### src/rtl/pio_pkg.sv
// Shared types for the three-port parallel I/O.
// Assumes an 8-bit control word; the data width of the ports is set in the modules.
package pio_pkg;

    typedef enum logic [1:0] {
        SEL_A    = 2'b00,
        SEL_B    = 2'b01,
        SEL_C    = 2'b10,
        SEL_CTRL = 2'b11
    } port_sel_e;

    // Direction flags, 1 = input
    typedef struct packed {
        logic a_in;
        logic b_in;
        logic cu_in;
        logic cl_in;
    } dir_t;

endpackage

### src/rtl/pio_ctrl_reg.sv
// Control register: decodes the two control-write formats.
// Holds the group directions and the (inert) mode fields.
// Emits a latch-clear pulse for configuration words and a bit-write command for port C.
// Assumes that wr_ctrl is already qualified by chip select and the address.
module pio_ctrl_reg
    import pio_pkg::*;
#(
    parameter int CW = 8
) (
    input  logic          clk,
    input  logic          rst_n,
    input  logic          wr_ctrl,
    input  logic [CW-1:0] wdata,
    output dir_t          dir,
    output logic [1:0]    mode_a,
    output logic          mode_b,
    output logic          cfg_load,
    output logic          bit_cmd,
    output logic [2:0]    bit_idx,
    output logic          bit_val
);
    dir_t       dir_q;
    logic [1:0] mode_a_q;
    logic       mode_b_q;

    // Split a control write into its two formats
    always_comb begin
        cfg_load = wr_ctrl &  wdata[7];
        bit_cmd  = wr_ctrl & ~wdata[7];
        bit_idx  = wdata[3:1];
        bit_val  = wdata[0];
    end

    // Store directions and mode fields on a configuration word
    always_ff @(posedge clk) begin
        if (!rst_n) begin
            dir_q    <= '{a_in: 1'b1, b_in: 1'b1, cu_in: 1'b1, cl_in: 1'b1};
            mode_a_q <= 2'b00;
            mode_b_q <= 1'b0;
        end else if (cfg_load) begin
            dir_q    <= '{a_in: wdata[4], b_in: wdata[1], cu_in: wdata[3], cl_in: wdata[0]};
            mode_a_q <= wdata[6:5];
            mode_b_q <= wdata[2];
        end
    end

    assign dir    = dir_q;
    assign mode_a = mode_a_q;
    assign mode_b = mode_b_q;

    // a bit command leaves the directions alone
    a_r6_bit_cmd_keeps_dir: assert property (@(posedge clk) disable iff (!rst_n)
        bit_cmd |=> $stable(dir_q));

endmodule

### src/rtl/pio_port_reg.sv
// One port's output latch.
// A data write merges through the output-enable mask.
// A clear pulse zeroes the latch, and an optional single-bit write acts on one chosen bit.
// Assumes that clear, write and bit command are never active together (one bus access per cycle).
module pio_port_reg #(
    parameter int W  = 8,
    localparam int IW = $clog2(W)
) (
    input  logic          clk,
    input  logic          rst_n,
    input  logic          clr,
    input  logic          wr,
    input  logic [W-1:0]  wdata,
    input  logic [W-1:0]  oe_mask,
    input  logic          bit_en,
    input  logic [IW-1:0] bit_idx,
    input  logic          bit_val,
    output logic [W-1:0]  lat
);
    // Latch update: reset, clear, masked write, single-bit write
    always_ff @(posedge clk) begin
        if (!rst_n)      lat <= '0;
        else if (clr)    lat <= '0;
        else if (wr)     lat <= (lat & ~oe_mask) | (wdata & oe_mask);
        else if (bit_en) lat[bit_idx] <= bit_val;
    end

    // a configuration word leaves the latch at zero
    a_r7_clear_zeroes: assert property (@(posedge clk) disable iff (!rst_n)
        clr |=> (lat == '0));

    // a data write never touches the input bits
    a_r9_input_bits_kept: assert property (@(posedge clk) disable iff (!rst_n)
        (wr && !clr) |=> ((lat & ~$past(oe_mask)) == ($past(lat) & ~$past(oe_mask))));

endmodule

### src/rtl/pio_rd_mux.sv
// Read path: picks the addressed port and merges pins and latch per bit by direction.
// Gates the result with chip select and the read strobe.
// Assumes that the control address reads as zero.
module pio_rd_mux
    import pio_pkg::*;
#(
    parameter int W = 8
) (
    input  logic [1:0]   addr,
    input  logic         cs_n,
    input  logic         rd_n,
    input  logic [W-1:0] pa_in,
    input  logic [W-1:0] pa_lat,
    input  logic [W-1:0] pa_oe,
    input  logic [W-1:0] pb_in,
    input  logic [W-1:0] pb_lat,
    input  logic [W-1:0] pb_oe,
    input  logic [W-1:0] pc_in,
    input  logic [W-1:0] pc_lat,
    input  logic [W-1:0] pc_oe,
    output logic [W-1:0] rdata,
    output logic         rdata_oe
);
    logic [W-1:0] sel_val;

    // Select the addressed port: output bits show the latch, input bits the pins
    always_comb begin
        unique case (port_sel_e'(addr))
            SEL_A:   sel_val = (pa_in & ~pa_oe) | (pa_lat & pa_oe);
            SEL_B:   sel_val = (pb_in & ~pb_oe) | (pb_lat & pb_oe);
            SEL_C:   sel_val = (pc_in & ~pc_oe) | (pc_lat & pc_oe);
            default: sel_val = '0;
        endcase
    end

    // Drive the read bus only during a selected read
    always_comb begin
        rdata_oe = ~cs_n & ~rd_n;
        rdata    = rdata_oe ? sel_val : '0;
    end

endmodule

### src/rtl/tri_port_pio.sv
// Three-port programmable parallel I/O, basic mode only.
// Decodes the register bus and holds the configuration and the three output latches.
// Builds per-pin output enables and the read path.
// Assumes a synchronous host: one access is sampled on each rising edge while selected.
module tri_port_pio
    import pio_pkg::*;
#(
    parameter int DW = 8,
    localparam int NIB = DW / 2
) (
    input  logic          clk,
    input  logic          rst_n,
    input  logic          cs_n,
    input  logic          rd_n,
    input  logic          wr_n,
    input  logic [1:0]    addr,
    input  logic [DW-1:0] wdata,
    output logic [DW-1:0] rdata,
    output logic          rdata_oe,
    input  logic [DW-1:0] pa_in,
    output logic [DW-1:0] pa_out,
    output logic [DW-1:0] pa_oe,
    input  logic [DW-1:0] pb_in,
    output logic [DW-1:0] pb_out,
    output logic [DW-1:0] pb_oe,
    input  logic [DW-1:0] pc_in,
    output logic [DW-1:0] pc_out,
    output logic [DW-1:0] pc_oe
);
    logic       wr_fire;
    logic       wr_a, wr_b, wr_c, wr_ctrl;
    dir_t       dir;
    logic [1:0] mode_a;
    logic       mode_b;
    logic       cfg_load, bit_cmd, bit_val;
    logic [2:0] bit_idx;

    // Write decode by address
    always_comb begin
        wr_fire = ~cs_n & ~wr_n;
        wr_a    = wr_fire && (port_sel_e'(addr) == SEL_A);
        wr_b    = wr_fire && (port_sel_e'(addr) == SEL_B);
        wr_c    = wr_fire && (port_sel_e'(addr) == SEL_C);
        wr_ctrl = wr_fire && (port_sel_e'(addr) == SEL_CTRL);
    end

    // Output enables from the group directions
    always_comb begin
        pa_oe = {DW{~dir.a_in}};
        pb_oe = {DW{~dir.b_in}};
        pc_oe = {{NIB{~dir.cu_in}}, {NIB{~dir.cl_in}}};
    end

    pio_ctrl_reg #(.CW(8)) ctrl_i (
        .clk(clk), .rst_n(rst_n), .wr_ctrl(wr_ctrl), .wdata(wdata[7:0]),
        .dir(dir), .mode_a(mode_a), .mode_b(mode_b),
        .cfg_load(cfg_load), .bit_cmd(bit_cmd), .bit_idx(bit_idx), .bit_val(bit_val)
    );

    pio_port_reg #(.W(DW)) port_a_i (
        .clk(clk), .rst_n(rst_n), .clr(cfg_load), .wr(wr_a), .wdata(wdata),
        .oe_mask(pa_oe), .bit_en(1'b0), .bit_idx('0), .bit_val(1'b0), .lat(pa_out)
    );

    pio_port_reg #(.W(DW)) port_b_i (
        .clk(clk), .rst_n(rst_n), .clr(cfg_load), .wr(wr_b), .wdata(wdata),
        .oe_mask(pb_oe), .bit_en(1'b0), .bit_idx('0), .bit_val(1'b0), .lat(pb_out)
    );

    pio_port_reg #(.W(DW)) port_c_i (
        .clk(clk), .rst_n(rst_n), .clr(cfg_load), .wr(wr_c), .wdata(wdata),
        .oe_mask(pc_oe), .bit_en(bit_cmd), .bit_idx(bit_idx[$clog2(DW)-1:0]),
        .bit_val(bit_val), .lat(pc_out)
    );

    pio_rd_mux #(.W(DW)) rd_i (
        .addr(addr), .cs_n(cs_n), .rd_n(rd_n),
        .pa_in(pa_in), .pa_lat(pa_out), .pa_oe(pa_oe),
        .pb_in(pb_in), .pb_lat(pb_out), .pb_oe(pb_oe),
        .pc_in(pc_in), .pc_lat(pc_out), .pc_oe(pc_oe),
        .rdata(rdata), .rdata_oe(rdata_oe)
    );

    // no bus drive while deselected
    a_r2_deselect_quiet: assert property (@(posedge clk) disable iff (!rst_n)
        cs_n |-> (!rdata_oe && rdata == '0));

    // a deselected write strobe leaves every latch unchanged
    a_r2_deselect_no_write: assert property (@(posedge clk) disable iff (!rst_n)
        cs_n |=> ($stable(pa_out) && $stable(pb_out) && $stable(pc_out)));

    // port A and B enables are all-or-nothing
    a_r4_whole_port: assert property (@(posedge clk) disable iff (!rst_n)
        ((pa_oe == '0) || (pa_oe == '1)) && ((pb_oe == '0) || (pb_oe == '1)));

    // stored mode fields never change how the pins are driven
    a_r5_mode_inert: assert property (@(posedge clk) disable iff (!rst_n)
        ((mode_a != 2'b00) || mode_b) |-> (pa_oe == {DW{~dir.a_in}}));

    // the read bus drives only on a selected read
    a_r10_read_gate: assert property (@(posedge clk) disable iff (!rst_n)
        rdata_oe |-> (!cs_n && !rd_n));

endmodule

### config.mk
export PLATFORM = sky130hd
export DESIGN_NAME = tri_port_pio
export DESIGN_NICKNAME = d
export VERILOG_FILES = /design/src/rtl/pio_pkg.sv /design/src/rtl/pio_ctrl_reg.sv /design/src/rtl/pio_port_reg.sv /design/src/rtl/pio_rd_mux.sv /design/src/rtl/tri_port_pio.sv
export SDC_FILE = /design/constraint.sdc
export NUM_CORES = 1
export LEC_CHECK = 0
export ABC_AREA = 1
export BUFFER_PORTS_ARGS = -buffer_cell sky130_fd_sc_hd__buf_2
export CAP_MARGIN = 40
export CORE_MARGIN = 3
export CORE_UTILIZATION = 30
export DETAILED_ROUTE_END_ITERATION = 10
export PLACE_DENSITY_LB_ADDON = 0.05
export SLEW_MARGIN = 15
export SYNTH_ARGS = -nofsm -noshare
export SYNTH_HDL_FRONTEND = slang
export SYNTH_SLANG_ARGS = --single-unit
### constraint.sdc
create_clock -name clk -period 2.25 [get_ports clk]
set_clock_uncertainty 0.1 [all_clocks]
set_input_delay 0.1125 -clock clk [delete_from_list [all_inputs] [get_ports clk]]
set_output_delay 0.1125 -clock clk [all_outputs]
set_load 0.05 [all_outputs]
[After elaboration in Yosys (flattened, before gate mapping)]
Cells that the tools add are included.
Word-level totals
  register bits: 28
  input port bits: 39
  output and inout port bits: 57
Operators by class
  $lt $le $gt $ge: 2
  eq/ne operators: 3
  mux-type cells: 7
  bitwise operators: 34
  reductions and logical operators: 8
Operator list (count)
  $and 8x8->8: 12
  $or 8x8->8: 6
  $mux 8: 3
  $not 8->8: 3
  $pmux 8 s3: 1
  $not 1->1: 9
  $bwmux 8: 1
  $logic_and 1x1->1: 5
  $and 1x1->1: 4
  $eq 2x2->1 const B: 2
  $lt 3x4->1 const B: 1
  $demux 1 s3: 1
  $ge 3x1->1 const B: 1
  $eq 2x1->1 const B: 1
  $logic_not 2->1: 1
  $reduce_bool 2->1: 1
  $reduce_or 2->1: 1
  $mux 1: 1

[Longest topological paths before layout]
  depth after elaboration: 7
  depth in mapped cells: 10

[Cells and area by module]
Synthesis repeated with hierarchy kept, for this count alone.
Unflattened totals
  cell total of the unflattened synthesis: 612
  area total of the unflattened synthesis: 3143.0 µm²
Modules (own cells, without submodules)
  pio_port_reg: times used 3, cells an instance 124, area an instance 658.1 µm², seq. area each 160.2 µm²
  pio_rd_mux: times used 1, cells an instance 159, area an instance 638.1 µm², seq. area each 0.0 µm²
  pio_ctrl_reg: times used 1, cells an instance 43, area an instance 310.3 µm², seq. area each 140.1 µm²
  tri_port_pio: times used 1, cells an instance 38, area an instance 220.2 µm², seq. area each 0.0 µm²

[Least setup slack after synthesis]
OpenSTA, ideal clock, no wires.
  path kind: register to output
  start: reg ctrl_i.dir_q (netlist bit ctrl_i.dir[3])
  end: out rdata[6]
  arrival: 1.956 ns
  path slack: 0.082 ns
  stages on the path, launching flop included: 7
  buffers on the path: 1
  path through: dfxtp_1 > inv_1 > clkbuf_1 > o21ai_0 > a21oi_1 > o21ai_0 > inv_1
On the way
  longest elaborated chain between the ends: 6
  elaborated cells on any way between the ends: 7
  those cells by class: mux (2); bitwise (5)
Ends and longest elaborated chain
  from (decl): RTL line pio_ctrl_reg.sv:22  | dir_t dir_q;
  from (signal assigned): RTL line pio_ctrl_reg.sv:37  | dir_q <= '{a_in: 1'b1, b_in: 1'b1, cu_in: 1'b1, cl_in: 1'b1};
  from (signal assigned): RTL line pio_ctrl_reg.sv:41  | dir_q <= '{a_in: wdata[4], b_in: wdata[1], cu_in: wdata[3], cl_in: wdata[0]};
  $not 1->1 *: RTL line tri_port_pio.sv:49  | pa_oe = {DW{~dir.a_in}};
  via pa_oe[0]: RTL line tri_port_pio.sv:22  | output logic [DW-1:0] pa_oe,
  $not 8->8: RTL line pio_rd_mux.sv:29  | SEL_A: sel_val = (pa_in & ~pa_oe) | (pa_lat & pa_oe);
  $and 8x8->8: RTL line pio_rd_mux.sv:29
  $or 8x8->8 *: RTL line pio_rd_mux.sv:29
  $pmux 8 s3 *: RTL line pio_rd_mux.sv:28  | unique case (port_sel_e'(addr))
  $mux 8 *: RTL line pio_rd_mux.sv:39  | rdata = rdata_oe ? sel_val : '0;
  to (decl): RTL line tri_port_pio.sv:18  | output logic [DW-1:0] rdata,
The timed path passes the listed nets; every way through them passes the cells marked *.

[Worst setup path after layout]
  start: reg ctrl_i.dir_q (netlist bit ctrl_i.dir[3])
  end: out rdata[1]
On the way
  longest elaborated chain between the ends: 6
  elaborated cells on any way between the ends: 7
  those cells by class: mux (2); bitwise (5)
Ends and longest elaborated chain (RTL line)
  $not 1->1 *: tri_port_pio.sv:49
  $not 8->8: pio_rd_mux.sv:29
  $and 8x8->8: pio_rd_mux.sv:29
  $or 8x8->8 *: pio_rd_mux.sv:29
  $pmux 8 s3 *: pio_rd_mux.sv:28
  $mux 8 *: pio_rd_mux.sv:39
Mark *: on every way between the ends. The rest lies on a longest branch, timed or not.

==> impl_results.md <==
- Outcome: complete, no violations
- Worst Path Max Fanout: 20
- # Post-CTS Setup Buffers: 0
- Nets@finish: 424
- CP max stage delay: 0.38 ns
- Yosys reg bits: 28
- Vias in the first global route: between 1500 and 2000
- Antenna violations before repair: 0
- Cell row count: 28
- Core ar.: between 0.006 and 0.007 mm^2
- Hpwl dp: 4880 um
- Residual DRC: 0
- Worst VDD drop: ~0.26 mV
- Max frequency: between 500 and 600 MHz
- Wirelength per Cell: 13.1 um
- Commonest cells in the netlist: o21ai_0, nor2_1, nand2_1
- P_leak: approximately 0.0014 uW
- GRT Total Usage: 0.162
- Clk Latency, worst-skew pair: between 0.2 and 0.3 ns
- Most common cell in the netlist: o21ai_0
- Required @ worst endpoint: 2.04 ns
- Pwr dens: 449 mW/mm^2
- Largest family of logic cells by synthesized area: simple AND/OR/NAND/NOR gates
- Multiplexer share of the synthesized area: 0
- Boundary Pins: between 90 and 100
- Yosys cell types: 22
- Synth Area in Simple Gates: 0.284
- Mapped Area: 0.00190 mm^2
- CP Cell Sequence: inv_1 > o21ai_0 > a21oi_1 > o21ai_0 > inv_1 > buf_2
- Routability cong.: 0.815
- Number of synthesized flops with an enable pin: 0
- Synthesized-area fraction occupied by adder cells: 0
- Measured slew at the worst slew-check pin: ~0.55 ns
- Longest Clk Path Bufs: 2
- Post-Synth XOR/XNOR Area: 0
- Max-slew violations: 0
- CTS Buf Count: 3
- Post-route minimum period: 1.96 ns
- Syn Nets: 348
- Htree depth: 1
- ANT cells: 0
- Post-synth top area share: 0.295
- Clock tree from TritonCTS: built
- Worst reg-to-reg path cell count: 5
- CP Class: reg -> out
- Worst-path clk slew: around 0.1 ns
- TNS Setup: 0 ns
- Main synth FF type: dfxtp_1
- Syn avg cell area: 6.15 um^2
- Slowest stage cell on the critical path: inv_1
- Synthesis Warnings: 0
- Routed vias/inst: 4.64
- Synth area leader: dfxtp_1
- CP Data Arrival Time: 1.74 ns
- # setup viols final: 0
- Final ANT Viol Nets: 0
- Via count: 2129
- Root Driver: clkbuf_8
- Initial Util: 0.316
- CTS Sinks: 28
- CP Capture Type: output port
- Hold Violations, Final: 0
- Die width: 85.6 um
- First-pass GRT wire length: 9520 um
- Synth Instances: 309
- Final period util: 0.870
- Final hold slack: approximately 0.019 ns
- Hold path cells: 3
- Total wire length: 6040 um
- Fillers: 734
- Die area: 0.00733 mm^2
- Async set-or-reset flop fraction in the synthesized netlist: 0
- Synth Area in Compound Gates: 0.235
- DR iter-0 viols: 84
- Worst setup SP type: flop
- Post-synthesis sequential area ratio: 0.295
- Main area contributors after synthesis: dfxtp_1, o21ai_0, nor2_1, nand2_1, buf_4
- Share of cells above drive strength 1: 0.302
- Worst hold path type: in -> reg
- Max Cap Violations: 0
- Area delta synth->final: 24.5%
- RSZ-0062 raised after global routing: false
- Reg2reg setup slack: 0.75 ns
- Total grt overflow: 0
- Slew margin rel.: 0.630
- Port buffer count: 95
- DRT Pass-1 Iters: 4
- Largest net degree at the start of global routing: 25
- Overall Power: 1060 uW
- Die height: 85.6 um
cells by family after synthesis:
group	count (synthesis)
compound gates	87
simple gates	124
flops	28
buf+inv	70
final timing paths:
check,startpoint,end
max,ctrl_i.dir[3],rdata[1]
max reg2reg,ctrl_i.dir[3],flop
min reg2reg,flop,flop
min,wdata[6],flop
metrics by stage:
stage / instance area, um^2 / setup WS [ns] / instances / utilization
5_1_grt: 2370 / 0.0848 / 459 / 0.393
3_3_place_gp: 2300 / 0.461 / 454 / 0.382
2_1_floorplan: 1900 / 0.0817 / 309 / -
6_report: 2370 / 0.293 / 459 / 0.393
3_5_place_dp: 2300 / 0.416 / 454 / 0.382
4_1_cts: 2370 / 0.0909 / 459 / 0.393
report_power, final:
group,total (uW),switching [uW],internal (uW)
clock network,321,164,157
logic,238,172,66.7
registers,504,4.27,500
total,1060,340,723
layout make-up:
class,instances,area (um^2),share of cell area
clock buffers,4,55.1,0.0233
inverters,41,154,0.0650
multi-input cells,211,987,0.417
flip-flops and latches,28,562,0.237
well taps,75,93.8,0.0396
repair buffers,100,515,0.218
critical path: cells and delay by family (launching register included):
| kind | cells | cell delay (ns) |
|---|---|---|
| buffers and inverters | 3 | 0.72 |
| DFF | 1 | 0.32 |
| AOI/OAI and AO/OA | 3 | 0.42 |
repair_timing:
item,4_1_cts,5_1_grt
resized for setup,0,1
setup endpoints to repair,0,8
endpoints found under the hold margin,3,0
hold buffers,1,0
layer usage:
metal | GRT usage | up-vias | wire, um
met5 | 0 | - | 0
met4 | 0.0230 | 0 | 55
met3 | 0.0288 | 4 | 313
met2 | 0.273 | 50 | 2850
met1 | 0.220 | 948 | 2810
li1 | - | 1127 | -
layout by cell type (no fill, tap or decap), types with 2 or more instances in the layout:
master / n
buf_4: 4
o211ai_1: 4
inv_2: 3
dfxtp_1: 27
o21ai_1: 5
inv_1: 38
o21ai_0: 55
buf_2: 95
nand3_1: 17
clkbuf_8: 4
nand2_2: 2
nor2_1: 52
a21oi_1: 22
nand2_1: 43
nand4_1: 3
nor2_2: 3
No activity file was read; power rests on OpenSTA's default activity.
